`src/rtl/keygate_pkg.sv`:
```
package keygate_pkg;

   // Gate-owned register offsets (byte addresses).
   localparam int unsigned KG_OFS_KEY0 = 32'h6C;
   localparam int unsigned KG_OFS_KEY1 = 32'h70;
   localparam int unsigned KG_OFS_STAT = 32'h74;

   // Magic words that open the gate.
   localparam logic [31:0] KG_MAGIC0 = 32'h83E7_0B13;
   localparam logic [31:0] KG_MAGIC1 = 32'h95A4_F1E0;

   // Select vector for the gate's own address space.
   typedef struct packed {
      logic key0;
      logic key1;
      logic stat;
   } kg_sel_t;

   function automatic logic kg_any(input kg_sel_t s);
      return s.key0 | s.key1 | s.stat;
   endfunction

endpackage

```
`src/rtl/keygate_keyreg.sv`:
```
module keygate_keyreg #(
   parameter int unsigned DATA_W    = 32,
   parameter logic [DATA_W-1:0] KEY_VAL = '0,
   parameter bit          KEEP_WORD = 1'b1
) (
   input  logic              clk,
   input  logic              rst_n,
   input  logic              wr,
   input  logic [DATA_W-1:0] wdata,
   output logic              match,
   output logic [DATA_W-1:0] rd_val
);

   generate
      if (KEEP_WORD) begin : g_word
         // Full word kept, so the slot reads back exactly what was written.
         logic [DATA_W-1:0] word_q;
         always_ff @(posedge clk or negedge rst_n) begin
            if (!rst_n)  word_q <= '0;
            else if (wr) word_q <= wdata;
         end
         assign match  = (word_q == KEY_VAL);
         assign rd_val = word_q;
      end else begin : g_flag
         // Only the comparison result is kept. This costs one flop.
         logic hit_q;
         always_ff @(posedge clk or negedge rst_n) begin
            if (!rst_n)  hit_q <= 1'b0;
            else if (wr) hit_q <= (wdata == KEY_VAL);
         end
         assign match  = hit_q;
         assign rd_val = hit_q ? KEY_VAL : '0;
      end
   endgenerate

   // after a write, the slot's match flag follows the written word.
   a_r4_slot_follows_write: assert property (@(posedge clk) disable iff (!rst_n)
      wr |=> (match == ($past(wdata) == KEY_VAL)));

   // a slot only leaves the reset value through a write.
   a_r1_slot_hold: assert property (@(posedge clk) disable iff (!rst_n)
      !wr |=> $stable(rd_val));

endmodule

```
`src/rtl/keygate_decode.sv`:
```
module keygate_decode
   import keygate_pkg::*;
#(
   parameter int unsigned ADDR_W   = 8,
   parameter int unsigned OFS_KEY0 = KG_OFS_KEY0,
   parameter int unsigned OFS_KEY1 = KG_OFS_KEY1,
   parameter int unsigned OFS_STAT = KG_OFS_STAT
) (
   input  logic              clk,
   input  logic              rst_n,
   input  logic [ADDR_W-1:0] addr,
   output kg_sel_t           sel,
   output logic              sel_any
);

   localparam logic [ADDR_W-1:0] A_K0 = ADDR_W'(OFS_KEY0);
   localparam logic [ADDR_W-1:0] A_K1 = ADDR_W'(OFS_KEY1);
   localparam logic [ADDR_W-1:0] A_ST = ADDR_W'(OFS_STAT);

   always_comb begin
      sel.key0 = (addr == A_K0);
      sel.key1 = (addr == A_K1);
      sel.stat = (addr == A_ST);
      sel_any  = kg_any(sel);
   end

   // at most one gate register is selected at a time.
   a_r7_sel_onehot: assert property (@(posedge clk) disable iff (!rst_n)
      $onehot0({sel.key0, sel.key1, sel.stat}));

endmodule

```
`src/rtl/keygate_rmux.sv`:
```
module keygate_rmux
   import keygate_pkg::*;
#(
   parameter int unsigned DATA_W = 32
) (
   input  kg_sel_t           sel,
   input  logic [DATA_W-1:0] key0_rd,
   input  logic [DATA_W-1:0] key1_rd,
   input  logic              open_st,
   input  logic [DATA_W-1:0] file_rdata,
   output logic [DATA_W-1:0] rdata
);

   localparam logic [DATA_W-1:0] STAT_ZERO = '0;

   always_comb begin
      unique case (1'b1)
         sel.key0: rdata = key0_rd;
         sel.key1: rdata = key1_rd;
         sel.stat: rdata = {STAT_ZERO[DATA_W-1:1], open_st};
         default:  rdata = file_rdata;
      endcase
   end

endmodule

```
`src/rtl/regwr_keygate.sv`:
```
module regwr_keygate
   import keygate_pkg::*;
#(
   parameter int unsigned ADDR_W    = 8,
   parameter int unsigned DATA_W    = 32,
   parameter int unsigned OFS_KEY0  = KG_OFS_KEY0,
   parameter int unsigned OFS_KEY1  = KG_OFS_KEY1,
   parameter int unsigned OFS_STAT  = KG_OFS_STAT,
   parameter logic [31:0] MAGIC0    = KG_MAGIC0,
   parameter logic [31:0] MAGIC1    = KG_MAGIC1,
   parameter bit          KEEP_WORD = 1'b1
) (
   input  logic              clk,
   input  logic              rst_n,
   input  logic [ADDR_W-1:0] bus_addr,
   input  logic [DATA_W-1:0] bus_wdata,
   input  logic              bus_we,
   output logic [DATA_W-1:0] bus_rdata,
   input  logic [DATA_W-1:0] file_rdata,
   output logic              file_we,
   output logic              unlocked
);

   localparam logic [DATA_W-1:0] KEY0_W = DATA_W'(MAGIC0);
   localparam logic [DATA_W-1:0] KEY1_W = DATA_W'(MAGIC1);
   localparam int unsigned       ADDR_SPAN = 1 << ADDR_W;

   generate
      if (DATA_W < 32) begin : g_bad_w
         $error("keygate: DATA_W must hold a full 32-bit key");
      end
      if (OFS_KEY0 >= ADDR_SPAN || OFS_KEY1 >= ADDR_SPAN || OFS_STAT >= ADDR_SPAN) begin : g_bad_a
         $error("keygate: gate offsets do not fit in ADDR_W");
      end
      if (OFS_KEY0 == OFS_KEY1 || OFS_KEY0 == OFS_STAT || OFS_KEY1 == OFS_STAT) begin : g_bad_o
         $error("keygate: gate offsets must be distinct");
      end
   endgenerate

   kg_sel_t           sel;
   logic              sel_any;
   logic              m0, m1;
   logic [DATA_W-1:0] k0_rd, k1_rd;

   keygate_decode #(
      .ADDR_W(ADDR_W), .OFS_KEY0(OFS_KEY0), .OFS_KEY1(OFS_KEY1), .OFS_STAT(OFS_STAT)
   ) u_dec (
      .clk(clk), .rst_n(rst_n), .addr(bus_addr), .sel(sel), .sel_any(sel_any)
   );

   keygate_keyreg #(.DATA_W(DATA_W), .KEY_VAL(KEY0_W), .KEEP_WORD(KEEP_WORD)) u_key0 (
      .clk(clk), .rst_n(rst_n), .wr(bus_we & sel.key0), .wdata(bus_wdata),
      .match(m0), .rd_val(k0_rd)
   );

   keygate_keyreg #(.DATA_W(DATA_W), .KEY_VAL(KEY1_W), .KEEP_WORD(KEEP_WORD)) u_key1 (
      .clk(clk), .rst_n(rst_n), .wr(bus_we & sel.key1), .wdata(bus_wdata),
      .match(m1), .rd_val(k1_rd)
   );

   assign unlocked = m0 & m1;
   assign file_we  = bus_we & ~sel_any & unlocked;

   keygate_rmux #(.DATA_W(DATA_W)) u_rmux (
      .sel(sel), .key0_rd(k0_rd), .key1_rd(k1_rd), .open_st(unlocked),
      .file_rdata(file_rdata), .rdata(bus_rdata)
   );

   // no protected write gets through a locked gate.
   a_r5_locked_blocks: assert property (@(posedge clk) disable iff (!rst_n)
      !unlocked |-> !file_we);

   // gate offsets never reach the register file.
   a_r7_gate_offsets: assert property (@(posedge clk) disable iff (!rst_n)
      (bus_addr == ADDR_W'(OFS_KEY0) || bus_addr == ADDR_W'(OFS_KEY1) ||
       bus_addr == ADDR_W'(OFS_STAT)) |-> !file_we);

   // a wrong word in either slot locks on the next cycle.
   a_r4_relock: assert property (@(posedge clk) disable iff (!rst_n)
      (bus_we && ((bus_addr == ADDR_W'(OFS_KEY0) && bus_wdata != KEY0_W) ||
                  (bus_addr == ADDR_W'(OFS_KEY1) && bus_wdata != KEY1_W))) |=> !unlocked);

   // writing the status register leaves the lock state alone.
   a_r9_status_ro: assert property (@(posedge clk) disable iff (!rst_n)
      (bus_we && bus_addr == ADDR_W'(OFS_STAT)) |=> $stable(unlocked));

   // the lock state changes only on a key write.
   a_r3_change_on_key: assert property (@(posedge clk) disable iff (!rst_n)
      !(bus_we && (bus_addr == ADDR_W'(OFS_KEY0) || bus_addr == ADDR_W'(OFS_KEY1)))
      |=> $stable(unlocked));

endmodule

```
`config.mk`:
```
export PLATFORM = sky130hd
export DESIGN_NAME = regwr_keygate
export DESIGN_NICKNAME = d
export VERILOG_FILES = /design/src/rtl/keygate_pkg.sv /design/src/rtl/keygate_keyreg.sv /design/src/rtl/keygate_decode.sv /design/src/rtl/keygate_rmux.sv /design/src/rtl/regwr_keygate.sv
export SDC_FILE = /design/constraint.sdc
export NUM_CORES = 1
export LEC_CHECK = 0
export ABC_AREA = 1
export BUFFER_PORTS_ARGS = -buffer_cell sky130_fd_sc_hd__buf_2
export CELL_PAD_IN_SITES_DETAIL_PLACEMENT = 1
export CELL_PAD_IN_SITES_GLOBAL_PLACEMENT = 1
export CORE_MARGIN = 2
export CORE_UTILIZATION = 32
export CTS_BUF_LIST = sky130_fd_sc_hd__clkbuf_8 sky130_fd_sc_hd__clkbuf_16
export DETAILED_ROUTE_END_ITERATION = 8
export PLACE_DENSITY_LB_ADDON = 0.1
export SKIP_LAST_GASP = 1
export SLEW_MARGIN = 0
export SYNTH_ARGS = -nofsm -noshare
export SYNTH_HDL_FRONTEND = slang
export SYNTH_SLANG_ARGS = --single-unit
```
`constraint.sdc`:
```
create_clock -name clk -period 1.1 [get_ports clk]
set_input_delay 0.11 -clock clk [delete_from_list [all_inputs] [get_ports clk]]
set_output_delay 0.11 -clock clk [all_outputs]
set_load 0.1 [all_outputs]
```
==> results.rst <==
.. list-table::
   :header-rows: 1

   * - Metric
     - Value
   * - Outcome
     - complete, but fails checks
   * - Failing checks
     - setup timing
   * - Worst Slack Setup Final
     - -1160 ps
   * - Floorplan row count
     - 37
   * - Netlist cell types
     - 20
   * - Overall overflow remaining after global route
     - 0
   * - I/O pin count
     - 109
   * - Count of H-tree levels built during CTS
     - 3
   * - Met2 layer usage reported by global route
     - 58.4%
   * - Synthesized Nets
     - 535
   * - Horizontal extent of the die
     - 107 microns
   * - Wire length of the first global-routing pass
     - 27,600 microns
   * - Via count of the first global-routing pass
     - 4,960
   * - Setup CP Type
     - register to output port
   * - Total track usage
     - 32.5%
   * - Most frequent cell on the critical path
     - sky130_fd_sc_hd__nor2_1
   * - Worst path arrival time
     - 2150 ps
   * - Most used routing layer
     - met2
   * - Clk_lat worst skew
     - 370 ps
   * - Clock-pin slew reported for the worst setup and hold paths after clock tree synthesis
     - 100 ps
   * - First-pass detailed-route iteration total
     - 5
   * - Quantity of I/O buffers inserted on ports
     - 108
   * - Count of endpoints failing setup in the final report
     - 98
   * - Cell chain of the critical path
     - nor2_1 -> nand3_1 -> nor2_1 -> nand2_1 -> nor2_2 -> nand3_2 -> a21oi_4 -> buf_12
   * - Root Buffer Master
     - sky130_fd_sc_hd__clkbuf_8
   * - Hold slack
     - 5.58 ps
   * - Achievable clock frequency
     - 0.443 GHz
   * - Kind of launch point of the worst setup path
     - register
   * - Growth of design area from synthesis to finish
     - 114%
   * - Number of clock buffers inserted by TritonCTS
     - 9
   * - Least-Margin Pin Slew
     - 462 ps
   * - Slew Limit Headroom
     - 69.0%
   * - Syn Area/Cell
     - 7.31 sq um
   * - Largest net degree at the start of global routing
     - 65
   * - Detailed Route Iter0 Violations
     - 286
   * - Met1 Track Usage GR
     - 35.7%
   * - Critical Path Max Stage Delay
     - 410 ps
   * - Final non-filler cell area
     - 7220 sq um
   * - Setup repair after global routing missed its margin
     - true
   * - Number of hold violations in the final report
     - 0
   * - Total of warnings raised by yosys
     - 0
   * - Total standard cell area after synthesis
     - 3360 sq um
   * - Top area cells in the synthesized netlist
     - sky130_fd_sc_hd__dfrtp_1 (48%), sky130_fd_sc_hd__nand2_1 (20%), sky130_fd_sc_hd__o21ai_1 (8.8%)
   * - Sequential standard cell area
     - 1600 sq um
   * - Dominant cell type by area after synthesis
     - sky130_fd_sc_hd__dfrtp_1
   * - Number of antenna-violating nets in the routed design
     - 0
   * - Floorplan Core Area
     - 10,300 sq um
   * - Final WL
     - 23,000 microns
   * - HPWL after detailed placement
     - 8780 microns
   * - Total cell area at the placement stage
     - 5590 sq um
   * - Share of the clock period used by the worst path
     - 205%
   * - Antenna violations before repair
     - 0
   * - Die span in y
     - 107 microns
   * - Drt drc
     - 0
   * - Post-layout min period
     - 2260 ps
   * - Final Slew Violations
     - 0
   * - Area taken by multi-input logic gates
     - 2310 sq um
   * - Area enclosed by the die boundary
     - 11,300 sq um
   * - Total clock sinks
     - 64
   * - WL per Instance
     - 27.5 microns
   * - Yosys reg bits
     - 64
   * - Sequential cell area fraction in the yosys report
     - 47.6%
   * - Total number of vias
     - 4,685
   * - Initial standard-cell utilization of the core
     - 32.7%
   * - Count of maximum capacitance violations
     - 0
   * - Proportion of layout cells with a drive suffix above 1
     - 58.3%
   * - Type of the most critical hold path
     - input pin to register
   * - Placer's final routability congestion estimate
     - 0.805
   * - Cell at the slowest stage of the critical path
     - sky130_fd_sc_hd__dfrtp_1
   * - Final Skew
     - 0 ps
   * - Worst voltage drop across the vdd grid
     - 705 uV
   * - CTS tree
     - yes
   * - Top-area cell type share of the netlist area
     - 47.6%
   * - Leak
     - 3.92 nW
   * - Pwr Density
     - 943 nW/um^2
   * - Layout net count
     - 770
   * - Synthesized instance count
     - 460
   * - Data required, critical path
     - 990 ps
   * - Type of element capturing the critical path
     - output port
   * - Filler cell count
     - 1,094
   * - Maximum buffer depth of the clock tree
     - 2
   * - Met3 capacity usage during global routing
     - 7.73%
   * - Per-cell via count in the routed design
     - 5.60
   * - Worst Path Max Fanout
     - 2
## cells by family after synthesis
kind of cell    after synthesis  synth area share, %
compound gates               72                 11.8
simple gates                249                 30.3
flops                        64                 47.6
buf+inv                      75                 10.3
## sequential cells by signal, summed over array words and instances (netlist names)
signal	flops
u_key0.rd_val	32
u_key1.rd_val	32
## placed cells by master (no fill, tap or decap), types with 2 or more instances in the layout
| cell type | Yosys | final |
|---|---|---|
| sky130_fd_sc_hd__buf_6 | 6 | 22 |
| sky130_fd_sc_hd__buf_2 | 13 | 67 |
| sky130_fd_sc_hd__nand2_4 | 1 | 36 |
| sky130_fd_sc_hd__o21ai_2 | 5 | 16 |
| sky130_fd_sc_hd__nand4_1 | 3 | 3 |
| sky130_fd_sc_hd__inv_1 | 54 | 44 |
| sky130_fd_sc_hd__clkinv_4 | 0 | 2 |
| sky130_fd_sc_hd__nor2_1 | 31 | 18 |
| sky130_fd_sc_hd__nand3_4 | 0 | 24 |
| sky130_fd_sc_hd__nor2_2 | 1 | 10 |
| sky130_fd_sc_hd__buf_12 | 0 | 48 |
| sky130_fd_sc_hd__dfrtp_1 | 64 | 64 |
| sky130_fd_sc_hd__clkinvlp_4 | 0 | 2 |
| sky130_fd_sc_hd__nor3_4 | 0 | 2 |
| sky130_fd_sc_hd__buf_8 | 0 | 6 |
| sky130_fd_sc_hd__clkinv_2 | 1 | 2 |
| sky130_fd_sc_hd__nand3_2 | 0 | 3 |
| sky130_fd_sc_hd__o211ai_1 | 7 | 7 |
| sky130_fd_sc_hd__clkbuf_8 | 0 | 10 |
| sky130_fd_sc_hd__clkbuf_16 | 0 | 7 |
| sky130_fd_sc_hd__buf_4 | 1 | 84 |
| sky130_fd_sc_hd__nand2_8 | 0 | 6 |
| sky130_fd_sc_hd__nor2_4 | 1 | 5 |
| sky130_fd_sc_hd__nand2_2 | 2 | 35 |
| sky130_fd_sc_hd__inv_12 | 0 | 2 |
| sky130_fd_sc_hd__nand2_1 | 177 | 104 |
| sky130_fd_sc_hd__nand3_1 | 30 | 3 |
| sky130_fd_sc_hd__buf_16 | 0 | 8 |
| sky130_fd_sc_hd__o21ai_1 | 59 | 47 |
| sky130_fd_sc_hd__inv_2 | 0 | 4 |
## worst paths after layout
| check | slack [ps] | from | end | depth (start not counted) |
|---|---|---|---|---|
| setup / recovery | -1160 | u_key1.rd_val[11] | bus_rdata[0] | 8 |
| hold reg to reg | 570 | u_key0.rd_val[11] | u_key0.rd_val[11] | 2 |
| setup reg to reg | 110 | u_key1.rd_val[25] | u_key1.rd_val[25] | 3 |
| hold / removal | 6 | bus_wdata[14] | u_key1.rd_val[14] | 3 |
| max in group asynchronous | 510 | rst_n | u_key1.rd_val[30] | 3 |
| min in group asynchronous | 300 | rst_n | u_key1.rd_val[26] | 3 |
## power by group
group	internal, mW	leakage, nW	total, mW	switching [mW]
clock	1.10	0.103	2.33	1.23
sequential	2.46	0.883	2.57	0.103
combinational	0.741	2.93	1.92	1.17
total	4.30	3.92	6.81	2.50
## per-stage QoR
step | setup TNS [ps] | setup slack (ps) | cells | power [mW] | util [%]
detailed placement | -36710 | -533 | 765 | 4.17 | 54.4
floorplan | -10880 | -1200 | 460 | 3.40 | -
CTS | -18930 | -847 | 816 | 6.36 | 66.1
global placement | -33700 | -500 | 765 | 4.13 | 54.4
global route | -36300 | -1170 | 836 | 6.96 | 70.2
finish | -33110 | -1160 | 837 | 6.81 | 70.2
## Yosys cell counts
| cell | count |
|---|---|
| sky130_fd_sc_hd__a21oi_1 | 1 |
| sky130_fd_sc_hd__buf_2 | 13 |
| sky130_fd_sc_hd__buf_4 | 1 |
| sky130_fd_sc_hd__buf_6 | 6 |
| sky130_fd_sc_hd__clkinv_2 | 1 |
| sky130_fd_sc_hd__dfrtp_1 | 64 |
| sky130_fd_sc_hd__inv_1 | 54 |
| sky130_fd_sc_hd__nand2_1 | 177 |
| sky130_fd_sc_hd__nand2_2 | 2 |
| sky130_fd_sc_hd__nand2_4 | 1 |
| sky130_fd_sc_hd__nand3_1 | 30 |
| sky130_fd_sc_hd__nand3b_1 | 1 |
| sky130_fd_sc_hd__nand4_1 | 3 |
| sky130_fd_sc_hd__nor2_1 | 31 |
| sky130_fd_sc_hd__nor2_2 | 1 |
| sky130_fd_sc_hd__nor2_4 | 1 |
| sky130_fd_sc_hd__nor3_2 | 2 |
| sky130_fd_sc_hd__o211ai_1 | 7 |
| sky130_fd_sc_hd__o21ai_1 | 59 |
| sky130_fd_sc_hd__o21ai_2 | 5 |
## critical path, delay by kind of cell, from the launching register on
kind | cells | cell delay (ps)
flip-flops | 1 | 410
AO/OA/AOI/OAI | 1 | 230
buffers and inverters | 1 | 200
AND/OR/NAND/NOR | 6 | 930
## layout make-up
type | instances | area share [%]
sequential | 64 | 22.2
multi-input combinational | 322 | 32.0
antenna | 1 | 0.0347
clock inverter | 6 | 0.832
timing repair buffer | 243 | 37.0
inverter | 55 | 3.71
tap | 136 | 2.36
clock buffer | 10 | 1.91
## repair_timing
item,in CTS,in global routing
setup buffers,25,19
gates cloned,9,8
hold buffers,1,0
endpoints found under the hold margin,64,0
gates resized for setup,158,51
pin swaps,31,26
setup endpoints to repair,64,98
## routing by layer
metal	part of all wire, %	up-vias	wire length, microns
li1	-	1927	-
met2	52	303	12100
met4	6.5	0	1500
met5	0	-	0
met1	34	2327	7920
met3	6.6	128	1520
(Power assumes the default switching activity.)
